===== config.mk =====
export PLATFORM = sky130hd
export DESIGN_NAME = prescaled_jtag_shifter
export DESIGN_NICKNAME = d
export VERILOG_FILES = /design/src/rtl/jtag_shift_pkg.sv /design/src/rtl/jtag_shift_ctrl.sv /design/src/rtl/jtag_shift_path.sv /design/src/rtl/prescaled_jtag_shifter.sv
export SDC_FILE = /design/constraint.sdc
export NUM_CORES = 1
export LEC_CHECK = 0
export BUFFER_PORTS_ARGS = -buffer_cell sky130_fd_sc_hd__buf_2
export CORE_MARGIN = 1.5
export CORE_UTILIZATION = 28
export DETAILED_ROUTE_END_ITERATION = 10
export PLACE_DENSITY = 0.56
export SYNTH_ARGS = -nofsm -noshare
export SYNTH_HDL_FRONTEND = slang
export SYNTH_SLANG_ARGS = --single-unit

===== constraint.sdc =====
create_clock -name clk -period 2.25 [get_ports clk]
set_input_delay 0.225 -clock clk [delete_from_list [all_inputs] [get_ports clk]]
set_output_delay 0.225 -clock clk [all_outputs]
set_load 0.02 [all_outputs]

===== src/rtl/jtag_shift_pkg.sv =====
package jtag_shift_pkg;

  typedef enum logic [1:0] {
    ST_IDLE  = 2'd0,
    ST_SETUP = 2'd1,
    ST_HOLD  = 2'd2
  } shiftState_e;

  // Strobes from the sequencer to the datapath
  typedef struct packed {
    logic load;        // accept a new transfer, latch operands
    logic tckRise;     // end of setup phase, raise TCK
    logic captureTdo;  // first clock of hold phase, sample TDO
    logic shiftStep;   // end of hold phase, shift and drop TCK
    logic useLiveTdo;  // shift in the live TDO pin rather than the stored bit
    logic finish;      // last bit done, publish result
  } pathCtrl_t;

  // mode field bit meanings
  localparam int MODE_ON_TMS_BIT = 1;  // 1: data on TMS, 0: data on TDI
  localparam int MODE_AUX_BIT    = 0;  // last-bit TMS, or TDI level

endpackage


===== src/rtl/jtag_shift_ctrl.sv =====
module jtag_shift_ctrl
  import jtag_shift_pkg::*;
#(
  parameter int PRE_W = 4,
  parameter int CNT_W = 3
) (
  input  logic             clk,
  input  logic             rstN,
  input  logic             start,
  input  logic [PRE_W-1:0] prescale,
  input  logic [CNT_W-1:0] bitCount,
  output pathCtrl_t        ctrl,
  output logic             busy,
  output logic             lastBit
);

  shiftState_e      state;
  logic [PRE_W-1:0] phaseCnt;
  logic [PRE_W-1:0] presLat;
  logic [CNT_W-1:0] bitsLeft;
  logic [PRE_W-1:0] setupLen;
  logic [PRE_W-1:0] holdLen;
  logic [PRE_W-1:0] setupOfInput;

  // (p+1)/2 without losing the carry out of p+1
  function automatic logic [PRE_W-1:0] halfUp(input logic [PRE_W-1:0] p);
    logic [PRE_W:0] sum;
    sum = {1'b0, p} + {{PRE_W{1'b0}}, 1'b1};
    return sum[PRE_W:1];
  endfunction

  assign setupLen     = halfUp(presLat);
  assign holdLen      = presLat >> 1;
  assign setupOfInput = halfUp(prescale);

  always_ff @(posedge clk or negedge rstN) begin
    if (!rstN) begin
      state    <= ST_IDLE;
      phaseCnt <= '0;
      presLat  <= '0;
      bitsLeft <= '0;
    end else begin
      unique case (state)
        ST_IDLE: begin
          if (start) begin
            presLat  <= prescale;
            bitsLeft <= bitCount;
            phaseCnt <= setupOfInput;
            state    <= ST_SETUP;
          end
        end
        ST_SETUP: begin
          if (phaseCnt == '0) begin
            phaseCnt <= holdLen;
            state    <= ST_HOLD;
          end else begin
            phaseCnt <= phaseCnt - 1'b1;
          end
        end
        ST_HOLD: begin
          if (phaseCnt == '0) begin
            if (bitsLeft == '0) begin
              state <= ST_IDLE;
            end else begin
              bitsLeft <= bitsLeft - 1'b1;
              phaseCnt <= setupLen;
              state    <= ST_SETUP;
            end
          end else begin
            phaseCnt <= phaseCnt - 1'b1;
          end
        end
        default: state <= ST_IDLE;
      endcase
    end
  end

  always_comb begin
    ctrl            = '0;
    ctrl.load       = (state == ST_IDLE) && start;
    ctrl.tckRise    = (state == ST_SETUP) && (phaseCnt == '0);
    ctrl.captureTdo = (state == ST_HOLD) && (phaseCnt == holdLen);
    ctrl.useLiveTdo = ctrl.captureTdo;
    ctrl.shiftStep  = (state == ST_HOLD) && (phaseCnt == '0);
    ctrl.finish     = ctrl.shiftStep && (bitsLeft == '0);
  end

  assign busy    = (state != ST_IDLE);
  assign lastBit = busy && (bitsLeft == '0);

endmodule


===== src/rtl/jtag_shift_path.sv =====
module jtag_shift_path
  import jtag_shift_pkg::*;
#(
  parameter int DATA_W = 8,
  parameter int CNT_W  = 3
) (
  input  logic              clk,
  input  logic              rstN,
  input  pathCtrl_t         ctrl,
  input  logic              busy,
  input  logic              lastBit,
  input  logic [DATA_W-1:0] dataIn,
  input  logic [CNT_W-1:0]  bitCount,
  input  logic [1:0]        mode,
  input  logic              tdo,
  output logic              tck,
  output logic              tdi,
  output logic              tms,
  output logic [DATA_W-1:0] tdoByte,
  output logic              done
);

  logic [DATA_W-1:0] shReg;
  logic [DATA_W-1:0] shiftedNext;
  logic [DATA_W-1:0] lowMask;
  logic [DATA_W-1:0] resultReg;
  logic [CNT_W-1:0]  cntLat;
  logic [1:0]        modeLat;
  logic              tdoBit;
  logic              tckReg;
  logic              doneReg;
  logic              insertBit;
  logic              outBit;

  assign insertBit   = ctrl.useLiveTdo ? tdo : tdoBit;
  assign shiftedNext = {shReg[DATA_W-2:0], insertBit};
  assign outBit      = shReg[DATA_W-1];

  // keep only the bit positions that received TDO
  for (genvar i = 0; i < DATA_W; i++) begin : g_mask
    assign lowMask[i] = ((CNT_W+1)'(i) <= {1'b0, cntLat});
  end

  always_ff @(posedge clk or negedge rstN) begin
    if (!rstN) begin
      shReg     <= '0;
      cntLat    <= '0;
      modeLat   <= '0;
      tdoBit    <= 1'b0;
      tckReg    <= 1'b0;
      resultReg <= '0;
      doneReg   <= 1'b0;
    end else begin
      if (ctrl.load) begin
        shReg   <= dataIn;
        cntLat  <= bitCount;
        modeLat <= mode;
      end else if (ctrl.shiftStep) begin
        shReg <= shiftedNext;
      end

      if (ctrl.captureTdo) tdoBit <= tdo;

      if (ctrl.tckRise)        tckReg <= 1'b1;
      else if (ctrl.shiftStep) tckReg <= 1'b0;

      if (ctrl.finish) resultReg <= shiftedNext & lowMask;
      doneReg <= ctrl.finish;
    end
  end

  always_comb begin
    if (modeLat[MODE_ON_TMS_BIT]) begin
      tdi = busy && modeLat[MODE_AUX_BIT];
      tms = busy && outBit;
    end else begin
      tdi = busy && outBit;
      tms = lastBit && modeLat[MODE_AUX_BIT];
    end
  end

  assign tck     = tckReg;
  assign tdoByte = resultReg;
  assign done    = doneReg;

endmodule


===== src/rtl/prescaled_jtag_shifter.sv =====
module prescaled_jtag_shifter
  import jtag_shift_pkg::*;
#(
  parameter int DATA_W = 8,
  parameter int PRE_W  = 4,
  localparam int CNT_W = $clog2(DATA_W)
) (
  input  logic              clk,
  input  logic              rstN,
  input  logic              start,
  input  logic [DATA_W-1:0] dataIn,
  input  logic [CNT_W-1:0]  bitCount,
  input  logic [PRE_W-1:0]  prescale,
  input  logic [1:0]        mode,
  input  logic              tdo,
  output logic              tck,
  output logic              tdi,
  output logic              tms,
  output logic [DATA_W-1:0] tdoByte,
  output logic              busy,
  output logic              done
);

  pathCtrl_t ctrl;
  logic      lastBit;

  jtag_shift_ctrl #(.PRE_W(PRE_W), .CNT_W(CNT_W)) uCtrl (
    .clk      (clk),
    .rstN     (rstN),
    .start    (start),
    .prescale (prescale),
    .bitCount (bitCount),
    .ctrl     (ctrl),
    .busy     (busy),
    .lastBit  (lastBit)
  );

  jtag_shift_path #(.DATA_W(DATA_W), .CNT_W(CNT_W)) uPath (
    .clk      (clk),
    .rstN     (rstN),
    .ctrl     (ctrl),
    .busy     (busy),
    .lastBit  (lastBit),
    .dataIn   (dataIn),
    .bitCount (bitCount),
    .mode     (mode),
    .tdo      (tdo),
    .tck      (tck),
    .tdi      (tdi),
    .tms      (tms),
    .tdoByte  (tdoByte),
    .done     (done)
  );

endmodule


# Word-level counts from Yosys, hierarchy flattened
# Index checks and enable logic that the tools add are counted.
# W data, S select, Z words.
totals:
  reg_bits: 37
  latchBits: 0
  mem_bits_rw: 0
  rom_bits: 0
  input_bits: 21
  word_cells: 73
  memories: 0
op_classes:
  n_addsub: 4
  mul: 0
  div: 0
  n_lt_le_gt_ge: 7
  n_eq_ne: 8
  shift: 0
  mux: 21
  bitwise: 1
  reduce_logical: 21
op_table:
  columns: ["op", "count"]
  rows:
  - ["$mux W4", 4]
  - ["$mux W8", 2]
  - ["$le A3 B3 Y1 const A", 4]
  - ["$pmux W4 S3", 1]
  - ["$add A4 B1 Y5 const B", 2]
  - ["$logic_and A1 B1 Y1", 9]
  - ["$mux W3", 3]
  - ["$and A8 B8 Y8", 1]
  - ["$reduce_bool A2 Y1", 4]
  - ["$le A2 B3 Y1 const A", 2]
  - ["$mux W1", 6]
  - ["$mux W2", 3]
  - ["$pmux W2 S3", 1]
  - ["$pmux W3 S2", 1]
  - ["$reduce_and A3 Y1", 2]
  - ["$eq A4 B3 Y1", 1]
  - ["$logic_not A4 Y1", 1]
  - ["$ne A2 B1 Y1 const B", 2]
  - ["$ne A2 B2 Y1 const B", 2]
  - ["$reduce_and A4 Y1", 1]
  - ["$sub A4 B1 Y4 const B", 1]
  - ["$le A1 B3 Y1 const A", 1]
  - ["$logic_not A3 Y1", 1]
  - ["$ne A3 B3 Y1 const B", 1]
  - ["6 further kinds", 6]

# Longest topological paths before layout
# Gate-level depths: netlist of the first run.
logic_depth:
  ltp_word: 5
  mapped_depth: 9

# Hierarchy
# From an unflattened synthesis of the first run, not the netlist that was laid out.
hier_totals:
  cells_unflattened: 215
  hier_area_um2: 2138.3
modules_own_cells:
  columns: ["module", "instances", "cells_each", "area_per_inst_um2", "seq_area_each_um2"]
  rows:
  - ["jtag_shift_ctrl", 1, 123, 1098.6, 325.3]
  - ["jtag_shift_path", 1, 92, 1039.7, 600.6]

# Least setup slack after synthesis of the first run
# OpenSTA, ideal clock, no wires.
synth_timing:
  path_kind: "register -> register"
  from: "register uCtrl.phaseCnt[0]"
  to: "register uPath.resultReg[0] (netlist: uPath.tdoByte[0])"
  setup_ns: 0.125
  arrival_time_ns: 1.660
  required_ns: 2.125
  path_slack_ns: 0.465
  path_stages_with_launch: 8
  synth_period_minus_slack_ns: 1.785
  cell_sequence: "dfrtp_1 > inv_1 > ha_1 > nor4bb_4 > buf_6 > nand2_1 > inv_1 > mux2_2"
synth_rtl:
  columns: ["item", "line", "rtl"]
  rows:
  - ["from (decl)", "jtag_shift_ctrl.sv:18", "logic [PRE_W-1:0] phaseCnt;"]
  - ["from (signal assigned)", "jtag_shift_ctrl.sv:48", "phaseCnt <= setupOfInput;"]
  - ["from (signal assigned)", "jtag_shift_ctrl.sv:54", "phaseCnt <= holdLen;"]
  - ["from (signal assigned)", "jtag_shift_ctrl.sv:57", "phaseCnt <= phaseCnt - 1'b1;"]
  - ["to (signal assigned)", "jtag_shift_path.sv:67", "if (ctrl.finish) resultReg <= shiftedNext & lowMask;"]
  - ["to (decl)", "jtag_shift_path.sv:26", "logic [DATA_W-1:0] resultReg;"]

==> impl_metrics.yaml, run 1 <==
outcome:
  status: "finished, final reports clean"
setup_path:
  crit_path_frequent_cell: "inv_1"
  cp.arrival_ns: 2.15
  rr_endpoint: "uPath.tdoByte[0]"
  required_ns: 2.43
  end_kind: "flip-flop"
  critPathKind: "reg2reg"
  crit_chain: "inv_1 -> ha_1 -> nor4bb_4 -> nand2_1 -> inv_1 -> mux2_2"
  r2r_setup_slack_ns: 0.28
  r2r_cells: 6
  cp_slowest_stage_delay_ns: 0.44
  startpoint_type: "flip-flop"
  rr_startpoint: "uCtrl.phaseCnt[0]"
  slowest_stage: "nor4bb_4"
  path_max_fanout: 5
synthesis:
  synth_flop_cell: "dfrtp_1"
  avgSynthCellArea_sq_um: 10.1
  ys_seq_elements: 37
  async_flop_share_pct: 100
  synth_edf_count: 0
  syn_area_sq_um: 2140
  synth_top_cells_by_count: "37 x dfrtp_1, 17 x nand2_1, 16 x a21oi_1, 16 x o21ai_0"
  netlist_instances: 211
  synth_fp_nets: 242
  yosys.area.top_type: "dfrtp_1"
  yosysSeqAreaShare_pct: 43.3
  synth.distinct_cells: 49
  yosysMostFrequentCell: "dfrtp_1"
  synth_top_area_share_pct: 43.3
  ys_warn_count: 0
  synth_area_leaders: "dfrtp_1 43%, mux2_2 6.3%, ha_1 5.8%"
clock_network:
  worstSkewPairLatency_ns: 0.29
  root_buffer: "clkbuf_8"
  cts_max_level: 2
  cts_buffer_depth: 2
  post_cts.repair.setup_buffers: 0
  cts.sink_count: 37
  hold_buffers: 0
  cts_resized: 0
  cts_tree: "built"
  clk_pin_slew_ns: 0.08
  cts_made_buffers: 5
detailed_routing:
  finalWirelength_um: 4800
  drt_iter0_markers: 56
  viasPerCell: 4.78
  via_count: 1665
  drtAntennaViolNets: 0
  drc: 0
  drtPass1Iterations: 4
  wl_per_cell_um: 13.8
die:
  start_util_pct: 29.2
  core_sq_um: 7330
  die_y_um: 90.4
  die_x_um: 90.4
  row_count: 31
  ios: 34
  dieArea_sq_um: 8170
placement:
  gp_congestion: 0.825
  placed_area_sq_um: 2420
  hpwl_um: 3630
  pre_cts_ws_ns: 0.285
  port_buffers: 33
cells_and_area:
  final_util_pct: 34.4
  area_growth_pct: 17.8
  fillers: 774
  final_area_sq_um: 2520
  antenna_cells: 0
  final_nets: 279
  drive_gt1_share_pct: 26.9
power:
  peakVddDrop_mv: 0.396
  p_leak_nw: 1.18
  power.density_nw_per_um2: 1320
grt:
  busiest_layer: "met2"
  antenna_found_initial: 0
  grt_use_met3_pct: 3.20
  grt_use_total_pct: 12.7
  grt_use_met2_pct: 20.0
  grt_util_met1_pct: 16.8
  grt_pass1_wl_um: 8330
  grt_pass1_vias: 1696
  overflow: 0
  grt_max_degree: 38
timing:
  finalSetupViolCount: 0
  rsz0062_at_grt: "no"
  fin_crit_sh_pct: 87.5
  relSlewSlack_pct: 43.9
  skew_ns: 0.00889
  slew_violations: 0
  fmax_mhz: 508
  tns_ns: 0
  finalHoldViolCount: 0
  min_period_ns: 1.97
  setup_ws_ns: 0.282
  tightestPinTransition_ns: 0.841
job:
  drv_cap: 0
hold_path:
  hp-class: "in2async"
logic make-up (layout without fill, tap and decap cells):
logic type,count (synthesis),after routing,synth area share [%]
AOI/OAI and AO/OA,61,61,19.5
muxes,20,20,10.1
adders and majority gates,10,10,5.85
buffers and inverters,23,61,5.26
DFF,37,37,43.3
and+or+nand+nor,55,55,14.0
xor gates and xnor gates,5,5,2.05
layer usage:
layer / share of wire (%) / vias up / wire [um]
met5: 0 / - / 0
met4: 0.90 / 0 / 43
met3: 4.9 / 2 / 235
met2: 46 / 38 / 2210
met1: 48 / 787 / 2310
li1: - / 838 / -
registers in the layout (all words and copies together) (netlist names):
register and count:
uPath.cntLat 3, uPath.tdoByte 8, uPath.shReg 8, uCtrl.phaseCnt 4, uPath.done 1, uCtrl.bitsLeft 3
uPath.tdoBit 1, uCtrl.presLat 4, uPath.tck 1, uPath.modeLat 2, uCtrl.state 2
cell usage in the layout (no fill, tap or decap), types with 4 or more instances in the layout:
cell type and count:
dfrtp_1 37, buf_2 33, nand2_1 17, a21oi_1 16
o21ai_0 16, mux2_2 12, nor2_1 12, inv_1 11
ha_1 10, buf_4 9, mux2i_1 8, nand3_1 8
clkbuf_8 6, xnor2_1 4
worst max-delay path: cells and delay by family, from the launching register on:
family                   cells  cell delay (ns)
AND/OR/NAND/NOR              2             0.57
flip-flops                   1             0.41
multiplexers                 1             0.35
buffers and inverters        2             0.29
adder cells (fa/ha/maj)      1             0.24
power by group:
part	internal [mW]	total, mW	switching [mW]	leakage, nW
sequential	0.929	1.23	0.303	0.447
combinational	0.759	1.61	0.853	0.683
clock	0.248	0.494	0.245	0.0512
worst max-delay path by stage:
stage                      startpoint                to  slack (ns)  cells after the start
floorplan           uCtrl.phaseCnt[0]  uPath.tdoByte[0]        0.47                      7
global placement    uCtrl.phaseCnt[0]  uPath.tdoByte[0]        0.38                      6
detailed placement  uCtrl.phaseCnt[0]  uPath.tdoByte[0]        0.29                      6
CTS                 uCtrl.phaseCnt[0]  uPath.tdoByte[0]        0.28                      6
global route        uCtrl.phaseCnt[0]  uPath.tdoByte[0]        0.13                      6
finish              uCtrl.phaseCnt[0]  uPath.tdoByte[0]        0.28                      6
per-stage QoR:
stage / hold WS (ns) / cells / total power [mW]
6_report: 0.0317 / 348 / 3.34
5_1_grt: 0.100 / 348 / 3.66
4_1_cts: 0.0609 / 348 / 3.38
3_5_place_dp: 0.381 / 340 / 2.86
3_3_place_gp: 0.382 / 340 / 2.84
2_1_floorplan: -0.0706 / 211 / 2.43
cell type report:
type | count | area [sq um] | area share [%]
Tap cell | 99 | 124 | 4.91
Sequential cell | 37 | 926 | 36.7
Multi-Input combinational cell | 151 | 1100 | 43.7
Inverter | 11 | 41.3 | 1.64
Clock inverter | 2 | 13.8 | 0.546
Clock buffer | 6 | 82.6 | 3.28
Timing Repair Buffer | 42 | 233 | 9.23
(Power assumes the default switching activity.)
==> run 2, diff against run 1 <==
--- a/config.mk
+++ b/config.mk
@@ -10,6 +10,7 @@
 export CORE_UTILIZATION = 28
 export DETAILED_ROUTE_END_ITERATION = 10
 export PLACE_DENSITY = 0.56
+export SETUP_SLACK_MARGIN = 0.5
 export SYNTH_ARGS = -nofsm -noshare
 export SYNTH_HDL_FRONTEND = slang
 export SYNTH_SLANG_ARGS = --single-unit
==> run 2 against run 1 <==
Flip-flop and latch count did not move. Non-clock buffer count up 12. Combinational power increased by 17%. Worst hold slack better by 0.0089 ns. Routed wire length up 9.8%. Core utilization rose by 2.0 points. Setup slack improved by 0.24 ns. First-iteration DRC count rose by 41%. Critical path depth is 1 higher.
==> impl_metrics.yaml, run 2 (same netlist as run 1, synthesis figures left out) <==
detailed_routing:
  drt_iter0_markers: 79
  viasPerCell: 4.83
  drtPass1Iterations: 4
  wl_per_cell_um: 14.6
  drc: 0
  drtAntennaViolNets: 0
  finalWirelength_um: 5270
  via_count: 1739
  wl_met3_um: 214
  top_layer_used: "met4"
  met1Wirelength_um: 2480
  wl_met2_um: 2490
placement:
  hpwl_um: 3760
  gp_congestion: 0.876
  dpl.cell_count: 340
  port_buffers: 33
  placed_area_sq_um: 2430
setup_path:
  required_ns: 2.03
  path_max_fanout: 4
  cp.arrival_ns: 1.51
  crit_chain: "inv_2 -> ha_4 -> nand2b_4 -> nor3b_2 -> a21oi_1 -> nor2_1 -> buf_4"
  critPathKind: "reg2out"
  cp_slowest_stage_delay_ns: 0.41
  end_kind: "primary output"
  slowest_stage: "dfrtp_1"
  startpoint_type: "flip-flop"
power:
  power.density_nw_per_um2: 1350
  p_leak_nw: 1.24
  p_total_mw: 3.61
  peakVddDrop_mv: 0.467
grt:
  grt_use_total_pct: 13.4
  grt_pass1_wl_um: 8670
  overflow: 0
  antenna_found_initial: 0
  grt_pass1_vias: 1721
  grt_max_degree: 38
cells_and_area:
  final_cell_mix: "37 x dfrtp_1, 32 x buf_2, 20 x buf_4, 16 x nand2_1, 16 x a21oi_1"
  final_common_cell: "dfrtp_1"
  final_area_sq_um: 2670
  final_nets: 291
  area_growth_pct: 24.7
  fin_cells: 360
  antenna_cells: 0
  drive_gt1_share_pct: 36.4
die:
  row_count: 31
  start_util_pct: 29.2
  die_y_um: 90.4
  ios: 34
  core_sq_um: 7330
  die_x_um: 90.4
  dieArea_sq_um: 8170
timing:
  min_period_ns: 1.73
  rsz0062_at_grt: "yes"
  tightestPinTransition_ns: 0.871
  slew_violations: 0
  finalHoldViolCount: 0
  fmax_mhz: 578
  fin_crit_sh_pct: 76.9
  skew_ns: 0.00321
  tns_ns: 0
  relSlewSlack_pct: 41.9
  finalSetupViolCount: 0
clock_network:
  cts_buffer_depth: 2
  clk_pin_slew_ns: 0.08
  cts_max_level: 2
  hold_buffers: 0
  cts_made_buffers: 5
  cts.sink_count: 37
  cts_tree: "built"
  worstSkewPairLatency_ns: 0.29
  root_buffer: "clkbuf_8"
outcome:
  status: "finished, final reports clean"
hold_path:
  hp-class: "in2async"
job:
  drv_cap: 0
run 2: layout make-up:
type	count	area, sq um
clock buffer	5	68.8
clock inverter	3	17.5
fill	783	4660
inverter	11	41.3
multi-input combinational	151	1160
sequential	37	926
tap	99	124
timing repair buffer	54	333
run 2: through the flow:
stage               setup WS [ns]  util (%)  hold WS, ns
CTS                         0.467      35.1       0.0821
global placement            0.426      33.1        0.394
detailed placement          0.416      33.1        0.398
floorplan                   0.500         -      -0.0706
finish                      0.519      36.4       0.0406
global route                0.445      36.4        0.108
run 2: final timing paths:
kind | slack, ns | startpoint | depth (start not counted) | endpoint
max in group asynchronous | 1.66 | rstN | 1 | uPath.shReg[0]
max reg2reg | 0.54 | uCtrl.state[0] | 6 | uPath.tdoByte[0]
min reg2reg | 0.46 | uPath.tdoByte[4] | 2 | uPath.tdoByte[4]
max | 0.52 | uCtrl.bitsLeft[0] | 7 | tms
min | 0.04 | rstN | 1 | uCtrl.presLat[0]
min in group clk | 0.17 | mode[0] | 2 | uPath.modeLat[0]
run 2: timing repair:
item / 4_1_cts / 5_1_grt
gates resized for setup: 8 / 14
buffers inserted: 4 / 8
pin swaps: 2 / 6
endpoints found under the hold margin: 0 / 0
setup endpoints to repair: 12 / 12
run 2: critical path, delay by kind of cell (launching register included):
kind                       cells  cell delay, ns
DFF                            1            0.41
adders and majority gates      1            0.15
and+or+nand+nor                3            0.34
buffers and inverters          2            0.26
AOI/OAI and AO/OA              1            0.06
run 2: report_power, final:
part	internal, mW	switching [mW]	leakage, nW
Clock	0.214	0.258	0.0439
Sequential	0.928	0.315	0.447
Combinational	0.942	0.948	0.745
run 2: per-layer routing:
layer | vias up | GRT usage (%)
li1 | 865 | -
met1 | 828 | 18.2
met2 | 40 | 21.0
met3 | 6 | 2.61
met4 | 0 | 4.89
met5 | - | 0
==> run 3, diff against run 2 <==
==> constraint.sdc (replaced) <==
create_clock -name clk -period 1.8 [get_ports clk]
set_input_delay 0.18 -clock clk [delete_from_list [all_inputs] [get_ports clk]]
set_output_delay 0.18 -clock clk [all_outputs]
set_load 0.02 [all_outputs]
==> run 3 against run 2 <==
First-iteration DRC count up 30%. Cell area up 20%. Worst hold slack better by 0.075 ns. Final cell count up 7.2%. Core utilization up 7.2 points. Via count up 10%. Sequential share of layout area down 5.6 points. Setup slack worse by 0.39 ns. Sequential power up 29%. Critical path depth down 1. Critical path type is now reg2reg. Largest cell class unchanged. Largest power group unchanged. Highest routed layer unchanged.
==> impl_metrics.yaml, run 3 (same netlist as run 1, synthesis figures left out) <==
setup_path:
  slowest_stage: "dfrtp_2"
  endpoint: "uCtrl.phaseCnt[1]"
  rr_startpoint: "uCtrl.state[1]"
  path_max_fanout: 4
  critPathKind: "reg2reg"
  r2r_cells: 6
  cp_slowest_stage_delay_ns: 0.45
  r2r_setup_slack_ns: 0.13
  required_ns: 1.99
  cp.arrival_ns: 1.86
  startpoint_type: "flip-flop"
  rr_endpoint: "uCtrl.phaseCnt[1]"
  end_kind: "flip-flop"
  crit_path_start: "uCtrl.state[1]"
  crit_chain: "ha_4 -> nor4bb_4 -> buf_4 -> a221oi_4 -> o21ai_1 -> a2bb2oi_1"
detailed_routing:
  finalWirelength_um: 5620
  viasPerCell: 4.96
  via_count: 1915
  wl_per_cell_um: 14.5
  drt_iter0_markers: 103
  drtPass1Iterations: 4
  drc: 0
  drtAntennaViolNets: 0
placement:
  pre_cts_ws_ns: -0.000310
  placed_area_sq_um: 2540
  port_buffers: 33
  hpwl_um: 3820
  dpl.cell_count: 343
  gp_congestion: 0.790
timing:
  rsz0062_at_grt: "yes"
  finalSetupViolCount: 0
  skew_ns: 0.00938
  relSlewSlack_pct: 69.9
  hold_slack_ns: 0.115
  tns_ns: 0
  min_period_ns: 1.67
  fin_crit_sh_pct: 92.7
  setup_ws_ns: 0.131
  tightestPinTransition_ns: 0.452
  slew_violations: 0
  fmax_mhz: 599
  finalHoldViolCount: 0
grt:
  antenna_found_initial: 0
  grt_max_degree: 20
  overflow: 0
  grt_use_total_pct: 13.8
  grt_pass1_wl_um: 9050
  grt_pass1_vias: 1796
clock_network:
  cts_buffer_depth: 2
  root_buffer: "clkbuf_8"
  cts.sink_count: 37
  clk_pin_slew_ns: 0.09
  worstSkewPairLatency_ns: 0.30
  cts_max_level: 2
  cts_made_buffers: 5
  cts_tree: "built"
die:
  start_util_pct: 29.2
  die_x_um: 90.4
  core_sq_um: 7330
  dieArea_sq_um: 8170
  row_count: 31
  die_y_um: 90.4
  ios: 34
cells_and_area:
  final_cell_mix: "35 x dfrtp_1, 30 x buf_2, 27 x buf_4, 15 x a21oi_1, 15 x buf_6"
  final_common_cell: "dfrtp_1"
  fin_cells: 386
  area_growth_pct: 49.3
  final_nets: 317
  final_util_pct: 43.6
  drive_gt1_share_pct: 49.8
  antenna_cells: 0
  final_area_sq_um: 3190
power:
  p_total_mw: 5.54
  power.density_nw_per_um2: 1730
  p_leak_nw: 1.44
  peakVddDrop_mv: 0.524
outcome:
  status: "finished, final reports clean"
job:
  drv_cap: 0
hold_path:
  hp-class: "in2reg"
==> run 3: cell count changes in the layout (fill, tap and decap cells not counted), sizes merged <==
cell / previous run / this run
inv: 11 / 10
clkinvlp: 1 / 2
dlygate4sd3: 0 / 1
clkinv: 2 / 1
clkbuf: 5 / 7
bufinv: 0 / 1
buf: 54 / 77
==> run 3: critical path, delay by kind of cell, from the launching register on <==
kind	cells	cell delay [ns]
adders and majority gates	1	0.18
DFF	1	0.45
buffers and inverters	1	0.17
and+or+nand+nor	1	0.16
AOI/OAI and AO/OA	3	0.62
==> run 3: area by class of cell <==
cell class / count / area [sq um]
clock buffer: 5 / 68.8
clock inverter: 3 / 46.3
inverter: 11 / 47.5
multi-input combinational: 151 / 1300
sequential: 37 / 928
fill: 704 / 4140
tap: 99 / 124
timing repair buffer: 80 / 679
==> run 3: layer usage <==
layer	track usage, %	part of all wire (%)
met1	17.5	45
met2	23.4	49
met3	2.78	4.0
met4	4.37	2.0
met5	0	0
==> run 3: worst min path at each step <==
stage | start | endpoint | slack, ns | depth (start not counted)
3_3_place_gp | rstN | uCtrl.presLat[2] | 0.16 | 1
5_1_grt | mode[1] | uPath.modeLat[1] | 0.11 | 2
6_report | mode[1] | uPath.modeLat[1] | 0.12 | 2
3_5_place_dp | rstN | uCtrl.presLat[2] | 0.16 | 1
2_1_floorplan | rstN | uCtrl.bitsLeft[0] | -0.12 | 0
4_1_cts | mode[1] | uPath.modeLat[1] | 0.11 | 2
==> run 3: timing repair <==
| item | 4_1_cts | 5_1_grt |
|---|---|---|
| endpoints found under the setup margin | 40 | 40 |
| pin swaps | 16 | 18 |
| hold endpoints to repair | 18 | 0 |
| gates cloned | 2 | 2 |
| resized for setup | 29 | 38 |
| buffers inserted | 14 | 16 |
| hold buffers | 1 | 0 |
==> run 3: where the power goes <==
group / total (mW) / internal, mW / switching [mW]
clock: 0.751 / 0.415 / 0.336
combinational: 3.19 / 1.74 / 1.45
sequential: 1.60 / 1.16 / 0.433
